## src/rtl/irq_res_pkg.sv

```systemverilog
package irq_res_pkg;

  function automatic int unsigned top_level(input int unsigned num_lvl,
                                            input int unsigned nmi_lvl);
    return (nmi_lvl > num_lvl) ? nmi_lvl : num_lvl;
  endfunction

  function automatic int unsigned width_for(input int unsigned max_val);
    return (max_val < 2) ? 1 : $clog2(max_val + 1);
  endfunction

endpackage

```

## src/rtl/irq_req_latch.sv

```systemverilog
module irq_req_latch #(
  parameter int unsigned N = 32,
  parameter logic [N-1:0] EDGE_MASK = '0,
  parameter logic [N-1:0] NMI_MASK = '0
) (
  input  logic         clk,
  input  logic         rst,
  input  logic [N-1:0] line,
  input  logic [N-1:0] sw_clr,
  input  logic         nmi_ack,
  output logic [N-1:0] req_q
);
  localparam logic [N-1:0] LATCH_MASK = EDGE_MASK | NMI_MASK;

  logic [N-1:0] prev_q;
  logic [N-1:0] rise;
  logic [N-1:0] clr_vec;
  logic [N-1:0] nxt;

  assign rise    = line & ~prev_q;
  assign clr_vec = (sw_clr & EDGE_MASK & ~NMI_MASK) | (NMI_MASK & {N{nmi_ack}});
  assign nxt     = (~LATCH_MASK & line) |
                   (LATCH_MASK & (rise | (req_q & ~clr_vec)));

  always_ff @(posedge clk) begin
    if (rst) begin
      prev_q <= '0;
      req_q  <= '0;
    end else begin
      prev_q <= line;
      req_q  <= nxt;
    end
  end
endmodule

```

## src/rtl/irq_level_scan.sv

```systemverilog
module irq_level_scan #(
  parameter int unsigned N = 32,
  parameter int unsigned LW = 3,
  parameter int unsigned IW = 5,
  parameter int unsigned TOP_LVL = 7,
  parameter int unsigned NMI_LVL = 7,
  parameter logic [N-1:0] NMI_MASK = '0,
  parameter int unsigned IRQ_LVL [N] = '{default: 1}
) (
  input  logic [N-1:0]  req,
  input  logic [N-1:0]  en,
  input  logic [LW-1:0] cur,
  input  logic          exc,
  output logic          hit,
  output logic [LW-1:0] lvl,
  output logic [IW-1:0] idx
);
  logic [N-1:0]  eff;
  logic [LW-1:0] thr;
  logic [N-1:0]  lmask [TOP_LVL+1];
  logic [TOP_LVL:1] qual;
  logic [LW-1:0] win;
  logic [N-1:0]  sel;

  assign eff = exc ? (req & NMI_MASK) : (req & (en | NMI_MASK));
  assign thr = (cur >= LW'(NMI_LVL)) ? LW'(NMI_LVL - 1) : cur;

  for (genvar l = 0; l <= TOP_LVL; l++) begin : g_lvl
    for (genvar i = 0; i < N; i++) begin : g_bit
      assign lmask[l][i] = (IRQ_LVL[i] == l);
    end
  end

  for (genvar l = 1; l <= TOP_LVL; l++) begin : g_qual
    assign qual[l] = (LW'(l) > thr) && (|(eff & lmask[l]));
  end

  always_comb begin
    win = '0;
    for (int l = 1; l <= TOP_LVL; l++) begin
      if (qual[l]) win = LW'(l);
    end
  end

  assign sel = (win == '0) ? '0 : (eff & lmask[win]);

  always_comb begin
    idx = '0;
    for (int i = N - 1; i >= 0; i--) begin
      if (sel[i]) idx = IW'(i);
    end
  end

  assign hit = |qual;
  assign lvl = win;
endmodule

```

## src/rtl/irq_level_resolver.sv

```systemverilog
module irq_level_resolver import irq_res_pkg::*; #(
  parameter int unsigned NUM_IRQ = 32,
  parameter int unsigned NUM_LVL = 6,
  parameter int unsigned NMI_LVL = 7,
  parameter logic [NUM_IRQ-1:0] NMI_MASK  = 32'h8000_0000,
  parameter logic [NUM_IRQ-1:0] EDGE_MASK = 32'h0000_0FC0,
  parameter int unsigned IRQ_LVL [NUM_IRQ] = '{
    1, 2, 3, 4, 5, 6, 1, 2, 3, 4, 5, 6, 1, 2, 3, 4,
    5, 6, 1, 2, 3, 4, 5, 6, 1, 2, 3, 4, 5, 6, 1, 7},
  localparam int unsigned TOP_LVL = top_level(NUM_LVL, NMI_LVL),
  localparam int unsigned LW = width_for(TOP_LVL),
  localparam int unsigned IW = width_for(NUM_IRQ - 1)
) (
  input  logic               clk,
  input  logic               rst,
  input  logic [NUM_IRQ-1:0] irq_line,
  input  logic [NUM_IRQ-1:0] sw_clr,
  input  logic [NUM_IRQ-1:0] irq_en,
  input  logic [LW-1:0]      cur_level,
  input  logic               exc_mode,
  input  logic               take,
  output logic               pend_valid,
  output logic [LW-1:0]      pend_level,
  output logic [IW-1:0]      pend_index
);
  logic [NUM_IRQ-1:0] req_q;
  logic               nmi_ack;
  logic               scan_hit;
  logic [LW-1:0]      scan_lvl;
  logic [IW-1:0]      scan_idx;

  assign nmi_ack = take && pend_valid && (pend_level == LW'(NMI_LVL));

  irq_req_latch #(
    .N(NUM_IRQ), .EDGE_MASK(EDGE_MASK), .NMI_MASK(NMI_MASK)
  ) u_req (
    .clk(clk), .rst(rst), .line(irq_line), .sw_clr(sw_clr),
    .nmi_ack(nmi_ack), .req_q(req_q)
  );

  irq_level_scan #(
    .N(NUM_IRQ), .LW(LW), .IW(IW), .TOP_LVL(TOP_LVL), .NMI_LVL(NMI_LVL),
    .NMI_MASK(NMI_MASK), .IRQ_LVL(IRQ_LVL)
  ) u_scan (
    .req(req_q), .en(irq_en), .cur(cur_level), .exc(exc_mode),
    .hit(scan_hit), .lvl(scan_lvl), .idx(scan_idx)
  );

  always_ff @(posedge clk) begin
    if (rst) begin
      pend_valid <= 1'b0;
      pend_level <= '0;
      pend_index <= '0;
    end else begin
      pend_valid <= scan_hit;
      pend_level <= scan_lvl;
      pend_index <= scan_idx;
    end
  end
endmodule

```

## config.mk

```make
export PLATFORM = sky130hd
export DESIGN_NAME = irq_level_resolver
export DESIGN_NICKNAME = d
export VERILOG_FILES = /design/src/rtl/irq_res_pkg.sv /design/src/rtl/irq_req_latch.sv /design/src/rtl/irq_level_scan.sv /design/src/rtl/irq_level_resolver.sv
export SDC_FILE = /design/constraint.sdc
export NUM_CORES = 1
export LEC_CHECK = 0
export BUFFER_PORTS_ARGS = -buffer_cell sky130_fd_sc_hd__buf_2
export CAP_MARGIN = 20
export CORE_MARGIN = 3
export CORE_UTILIZATION = 41
export CTS_CLUSTER_SIZE = 24
export DETAILED_ROUTE_END_ITERATION = 8
export PLACE_DENSITY = 0.76
export SLEW_MARGIN = 20
export SYNTH_ARGS = -nofsm -noshare
export SYNTH_HDL_FRONTEND = slang
export SYNTH_SLANG_ARGS = --single-unit
```

## constraint.sdc

```tcl
create_clock -name clk -period 2.4 [get_ports clk]
set_input_delay 0.36 -clock clk [delete_from_list [all_inputs] [get_ports clk]]
set_output_delay 0.36 -clock clk [all_outputs]
set_load 0.005 [all_outputs]
```

==> key figures, run 1 <==
STA
  • Final setup fails: 1
  • Period utilization: 103%
  • Hold Vio Cnt, Final: 0
  • Pins Over Slew Limit: 0
  • Hold slack: 0.272 ns
  • Actual slew at the worst max-slew pin: 0.526 ns
  • Slew headroom: between 60 and 70%
  • Fmax: roughly 400 MHz
  • Final min period: ~2.5 ns
  • RSZ-0062 raised after global routing: true
  • Max Clock Skew: roughly 0.0058 ns
  • Worst setup margin: -0.0723 ns

Critical path
  • WP data arrival: roughly 2.7 ns
  • Worst r2r path cells: 11
  • CP Class: register to register
  • Worst Setup SP: u_req.req_q[21]
  • Critical Path RT: between 2 and 3 ns
  • Crit end category: register
  • Crit path to: pend_index[2]
  • R2R Setup Slk: -0.07 ns
  • R2r endpoint: pend_index[2]
  • Critical Path Source Type: register
  • Critical path peak fanout: 4
  • Worst reg2reg path startpoint: u_req.req_q[21]

Global routing
  • Global Route Usage Sum: about a fifth
  • Vias in the first global route: between 2000 and 2500
  • Gr ovfl total: 0
  • Pin count of the biggest net entering global routing: 27
  • Initial antenna violation count: 0
  • First-pass GRT wire length: approximately 9900 um

Clock tree
  • TritonCTS clock tree: done
  • Reg clk slew, reported paths: 0.08 ns
  • Clock latency on the worst-skew pair: 0.29 ns
  • Clk buf depth: 2
  • Num CTS Buffers: 5
  • Cts hold-fix bufs: 0
  • Root buffer cell: clkbuf_8
  • Sink Count: 48
  • H-Tree Depth: 2

Yosys
  • Synthesized area per cell: just under 9 um^2
  • Post-synth top cells: dfxtp_1, nor2b_1, nand2_1
  • Register area share after synthesis: between 40% and 50%
  • Ys async rst share: 0%
  • Synthesized area: 2230 um^2
  • Ys flop type: dfxtp_1
  • Yosys reg bits: 48
  • Cells after Synth: ~250
  • Yosys top cell by area: dfxtp_1
  • Number of enable flip-flop cells after synthesis: 0
  • Count leader, synth: dfxtp_1
  • Net Count, Synth: around 350
  • Warnings, synthesis: 0
  • Synth top area share: 43.1%
  • Post-synthesis cell type count: slightly above 50
  • Top post-synthesis cells by area: dfxtp_1, nor2b_1, nand2_1, nand2b_1, a21oi_1

Floorplan
  • Die area: roughly 6400 um^2
  • Die Ht: about 80 um
  • Row count: 26
  • # IOs: about 110
  • Initial core utilization: between 40% and 50%
  • Core area: a little over 5000 um^2
  • Die Wd: around 80 um

Drt
  • WL/cell: approximately 13 um
  • Drt total wl: 6210 um
  • Vias: ~2400
  • Post-route ant nets: 0
  • Drt pass-1 iters: 4
  • Average vias per placed instance: around 5.1
  • Drt first-iter violations: between 100 and 150
  • # DRC: 0

Layout
  • Antenna cells: 0
  • Fillers: around 460
  • Share of layout cells above drive strength 1: between 40 and 50%
  • P&R area growth vs syn: 50.6%
  • Nets: about 500
  • Post-Layout Cell Count: approximately 460
  • Design area: approximately 3400 um^2

Placement
  • Dpl hpwl: roughly 5000 um
  • Gpl congestion: 0.868
  • Number of port buffers: 84
  • Placed Cells: 450
  • Placed Area: roughly 3100 um^2

Run
  • Maxcap violations: 0

Status
  • Status: finished, violations left
  • Failing checks: setup timing

Hold path
  • Hold Crit Depth: 2
  • Hold WC Path Type: input pin to register

Power and ir drop
  • Design Power: approximately 1.7 mW
  • Worst VDD drop: around 0.32 mV
  • Pwr/cell area: 514 nW/um^2
  • P_leak: between 1.5 and 2 nW
==> cell families after synthesis <==
group           synth area share, %
compound gates                 22.3
flops                          43.1
buf+inv                        1.74
simple gates                   32.4
mux                           0.449
==> metal layers <==
metal / up-vias / GRT usage [%] / wire length (um)
met4: 0 / 7.43 / 161
met3: 15 / 4.06 / 343
met5: - / 0 / 0
met1: 1065 / 23.8 / 2620
li1: 1204 / - / -
met2: 74 / 34.7 / 3090
==> metrics by stage <==
| step | TNS [ns] | util (%) | worst slack [ns] |
|---|---|---|---|
| floorplan | 0 | - | 0.0128 |
| global placement | -0.823 | 60.7 | -0.269 |
| detailed placement | -0.927 | 60.7 | -0.303 |
| CTS | 0 | 63.4 | 0.00287 |
| global route | -0.228 | 64.9 | -0.146 |
| finish | -0.0723 | 64.9 | -0.0723 |
==> worst min path at each step <==
stage | slack (ns) | from | endpoint
2_1_floorplan | 0.46 | u_req.req_q[9] | u_req.req_q[9]
3_3_place_gp | 0.47 | u_req.prev_q[7] | u_req.req_q[7]
3_5_place_dp | 0.48 | u_req.prev_q[10] | u_req.req_q[10]
4_1_cts | 0.27 | irq_line[21] | u_req.req_q[21]
5_1_grt | 0.27 | irq_line[28] | u_req.req_q[28]
6_report | 0.27 | irq_line[5] | u_req.req_q[5]
==> layout by cell type, fill, tap and decap left out, types with 5 or more instances in the layout <==
cell type,Yosys,routed
nor3_1,13,11
nand3_1,6,5
dfxtp_1,48,45
clkbuf_8,0,5
a21oi_1,14,12
nor2_1,7,7
o21ai_0,7,6
a31oi_1,7,5
buf_4,0,59
nand2b_1,12,12
nor2b_1,34,34
a22oi_1,9,9
a211o_1,5,5
nand2_1,25,25
buf_2,1,84
==> what timing repair did <==
item                                    CTS  global route
endpoints found under the setup margin    4             4
resized for setup                        11            10
pin swaps                                 5            14
gates cloned                              0             0
buffers inserted                          2             4
==> power by group <==
part	switching, mW	total, mW	leakage (nW)	internal, mW
logic	0.197	0.433	1.08	0.236
registers	0.0224	0.872	0.400	0.850
clock network	0.231	0.419	0.0359	0.188
total	0.451	1.72	1.52	1.27
==> sequential cells by signal (all words and copies together) (netlist names) <==
| register | count |
|---|---|
| pend_level | 3 |
| u_req.req_q | 32 |
| pend_index | 5 |
| u_req.prev_q | 7 |
| pend_valid | 1 |
==> layout make-up <==
type                    count  area, um^2  share of cell area, %
well taps                  70        87.6                   2.61
repair buffers            145         887                   26.4
multi-input cells         193        1350                   40.2
flip-flops and latches     48         965                   28.7
clock buffers               5        68.8                   2.05
==> critical path, stage by stage (launching register included) <==
cell and delay [ns]:
dfxtp_2 0.33, a222oi_1 0.08, buf_4 0.15, a211oi_2 0.47, nor4b_4 0.12, buf_4 0.15
buf_4 0.12, a21o_2 0.19, nand3_1 0.09, a31oi_1 0.08, or4_1 0.39, nor3b_2 0.16
(Power assumes the default switching activity.)
==> inputs of run 2 (changes only) <==
PLACE_DENSITY = default   (was 0.76)
PLACE_DENSITY_LB_ADDON = 0.3   (was default)
==> run 2 against run 1 <==
The flow still finishes with violations (setup timing). Worst hold slack better by 0.0041 ns. Non-clock buffer count is 4 lower. Critical path depth stayed put. Final area is 1.6% lower. Count of clock-buffer cells in the layout stayed put. Die area stayed put. Sequential power hardly changed. Setup slack better by 0.027 ns. Highest routed layer unchanged.
==> key figures, run 2 (synthesis gave the netlist of run 1 again) <==
Clock tree
  • Clk buf depth: 2
  • H-Tree Depth: 2
  • Cts hold-fix bufs: 0
  • Root buffer cell: clkbuf_8
  • Num CTS Buffers: 5
  • TritonCTS clock tree: done
  • Sink Count: 48
  • Reg clk slew, reported paths: about 0.080 ns
  • Clock latency on the worst-skew pair: ~0.29 ns

Drt
  • Post-route ant nets: 0
  • Vias: 2347
  • WL/cell: around 14 um
  • Drt pass-1 iters: 4
  • Average vias per placed instance: roughly 5.1
  • Drt first-iter violations: about 100
  • # DRC: 0
  • Drt total wl: between 6000 and 7000 um

Global routing
  • Global Route Usage Sum: approximately 20%
  • Initial antenna violation count: 0
  • Gr ovfl total: 0
  • Vias in the first global route: 2211
  • Met1 Resource Use GR: between 20% and 30%
  • Busiest metal layer after global routing: met2
  • Pin count of the biggest net entering global routing: 35
  • First-pass GRT wire length: between 9000 and 10000 um
  • Routing usage on met2: 34.6%
  • Met3 Resource Use GR: under 10%

STA
  • Actual slew at the worst max-slew pin: about 0.48 ns
  • Pins Over Slew Limit: 0
  • Period utilization: 102%
  • Slew headroom: ~68%
  • Fmax: a little over 400 MHz
  • TNS Setup: -0.0457 ns
  • Final min period: between 2 and 2.5 ns
  • Worst setup margin: -0.0457 ns
  • Final setup fails: 1
  • Max Clock Skew: between 0.003 and 0.004 ns
  • RSZ-0062 raised after global routing: true
  • Hold Vio Cnt, Final: 0

Critical path
  • Critical Path RT: between 2 and 3 ns
  • Critical path peak fanout: 4
  • Max stage delay cell, worst path: or4_1
  • Critical Path Source Type: register
  • CP Class: register to register
  • WP data arrival: approximately 2.6 ns
  • CP dominant cell by count: buf_4
  • Crit end category: register
  • Critical path cell sequence: a222oi_1, buf_4, a211oi_2, nor4b_4, buf_4, buf_4, a21o_2, nand3_1, a31oi_1, or4_1, nor3b_2
  • Crit path largest cell delay: roughly 0.46 ns

Power and ir drop
  • Worst VDD drop: 0.331 mV
  • Design Power: around 1.7 mW
  • P_leak: roughly 1.5 nW
  • Pwr/cell area: about 520 nW/um^2

Status
  • Status: finished, violations left
  • Failing checks: setup timing

Floorplan
  • Die area: roughly 6400 um^2
  • Initial core utilization: 43.1%
  • # IOs: approximately 110
  • Die Wd: ~80 um
  • Row count: 26
  • Core area: just over 5000 um^2
  • Die Ht: 79.7 um

Layout
  • P&R area growth vs syn: 48.1%
  • Top reg by flops: u_req.req_q
  • Commonest non-fill, non-tap cell in the layout: buf_2
  • Biggest regs: u_req.req_q: 32 flops, u_req.prev_q: 7 flops, pend_index: 5 flops
  • Design area: approximately 3300 um^2
  • Nets: slightly below 500
  • Max FFs per register: 32
  • Antenna cells: 0
  • Share of layout cells above drive strength 1: between 40% and 50%
  • Most frequent cells in the layout: buf_2, buf_4, dfxtp_1
  • Fillers: between 400 and 500

Placement
  • Number of port buffers: 84
  • Dpl hpwl: ~5000 um
  • Placed Area: about 3100 um^2
  • Gpl congestion: approximately 0.83

Hold path
  • Hold WC Path Type: input pin to register

Run
  • Maxcap violations: 0
run 2: timing repair:
action / in CTS / in global routing
setup endpoints to repair: 3 / 4
pin swaps: 1 / 10
resized for setup: 2 / 16
setup buffers: 0 / 6
run 2: final cells by class:
cell class                 count  area, um^2  share of cell area [%]
clock buffer                   5        68.8                    2.08
multi-input combinational    193        1340                    40.4
sequential                    48         963                    29.2
tap                           70        87.6                    2.65
timing repair buffer         141         848                    25.7
run 2: stage by stage:
step | util [%] | hold WS (ns) | instances | worst slack (ns)
3_5_place_dp | 60.1 | 0.481 | 446 | -0.227
6_report | 63.9 | 0.276 | 457 | -0.0457
5_1_grt | 63.9 | 0.272 | 457 | -0.191
3_3_place_gp | 60.1 | 0.474 | 446 | -0.179
4_1_cts | 61.7 | 0.270 | 451 | -0.0860
2_1_floorplan | - | 0.458 | 249 | 0.0128
run 2: worst max-delay path: cells and delay by family (launching register included):
family,cells,cell delay (ns)
simple gates,4,0.83
flops,1,0.34
buf+inv,3,0.42
compound gates,4,0.73
run 2: final timing paths:
check	slack [ns]	startpoint	cells after the start	end
setup / recovery	-0.05	u_req.req_q[15]	11	pend_index[2]
hold / removal	0.28	irq_line[17]	2	u_req.req_q[17]
setup reg to reg	-0.05	u_req.req_q[15]	11	pend_index[2]
hold reg to reg	0.49	u_req.prev_q[31]	2	u_req.req_q[31]
run 2: per-layer routing:
layer | up-vias | wire [um]
met5 | - | 0
met2 | 79 | 3090
met4 | 0 | 107
li1 | 1202 | -
met1 | 1053 | 2700
met3 | 13 | 379
run 2: where the power goes:
| group | internal, mW | leakage, nW | switching (mW) |
|---|---|---|---|
| Clock | 0.188 | 0.0359 | 0.228 |
| Sequential | 0.850 | 0.400 | 0.0246 |
| Combinational | 0.224 | 1.05 | 0.193 |
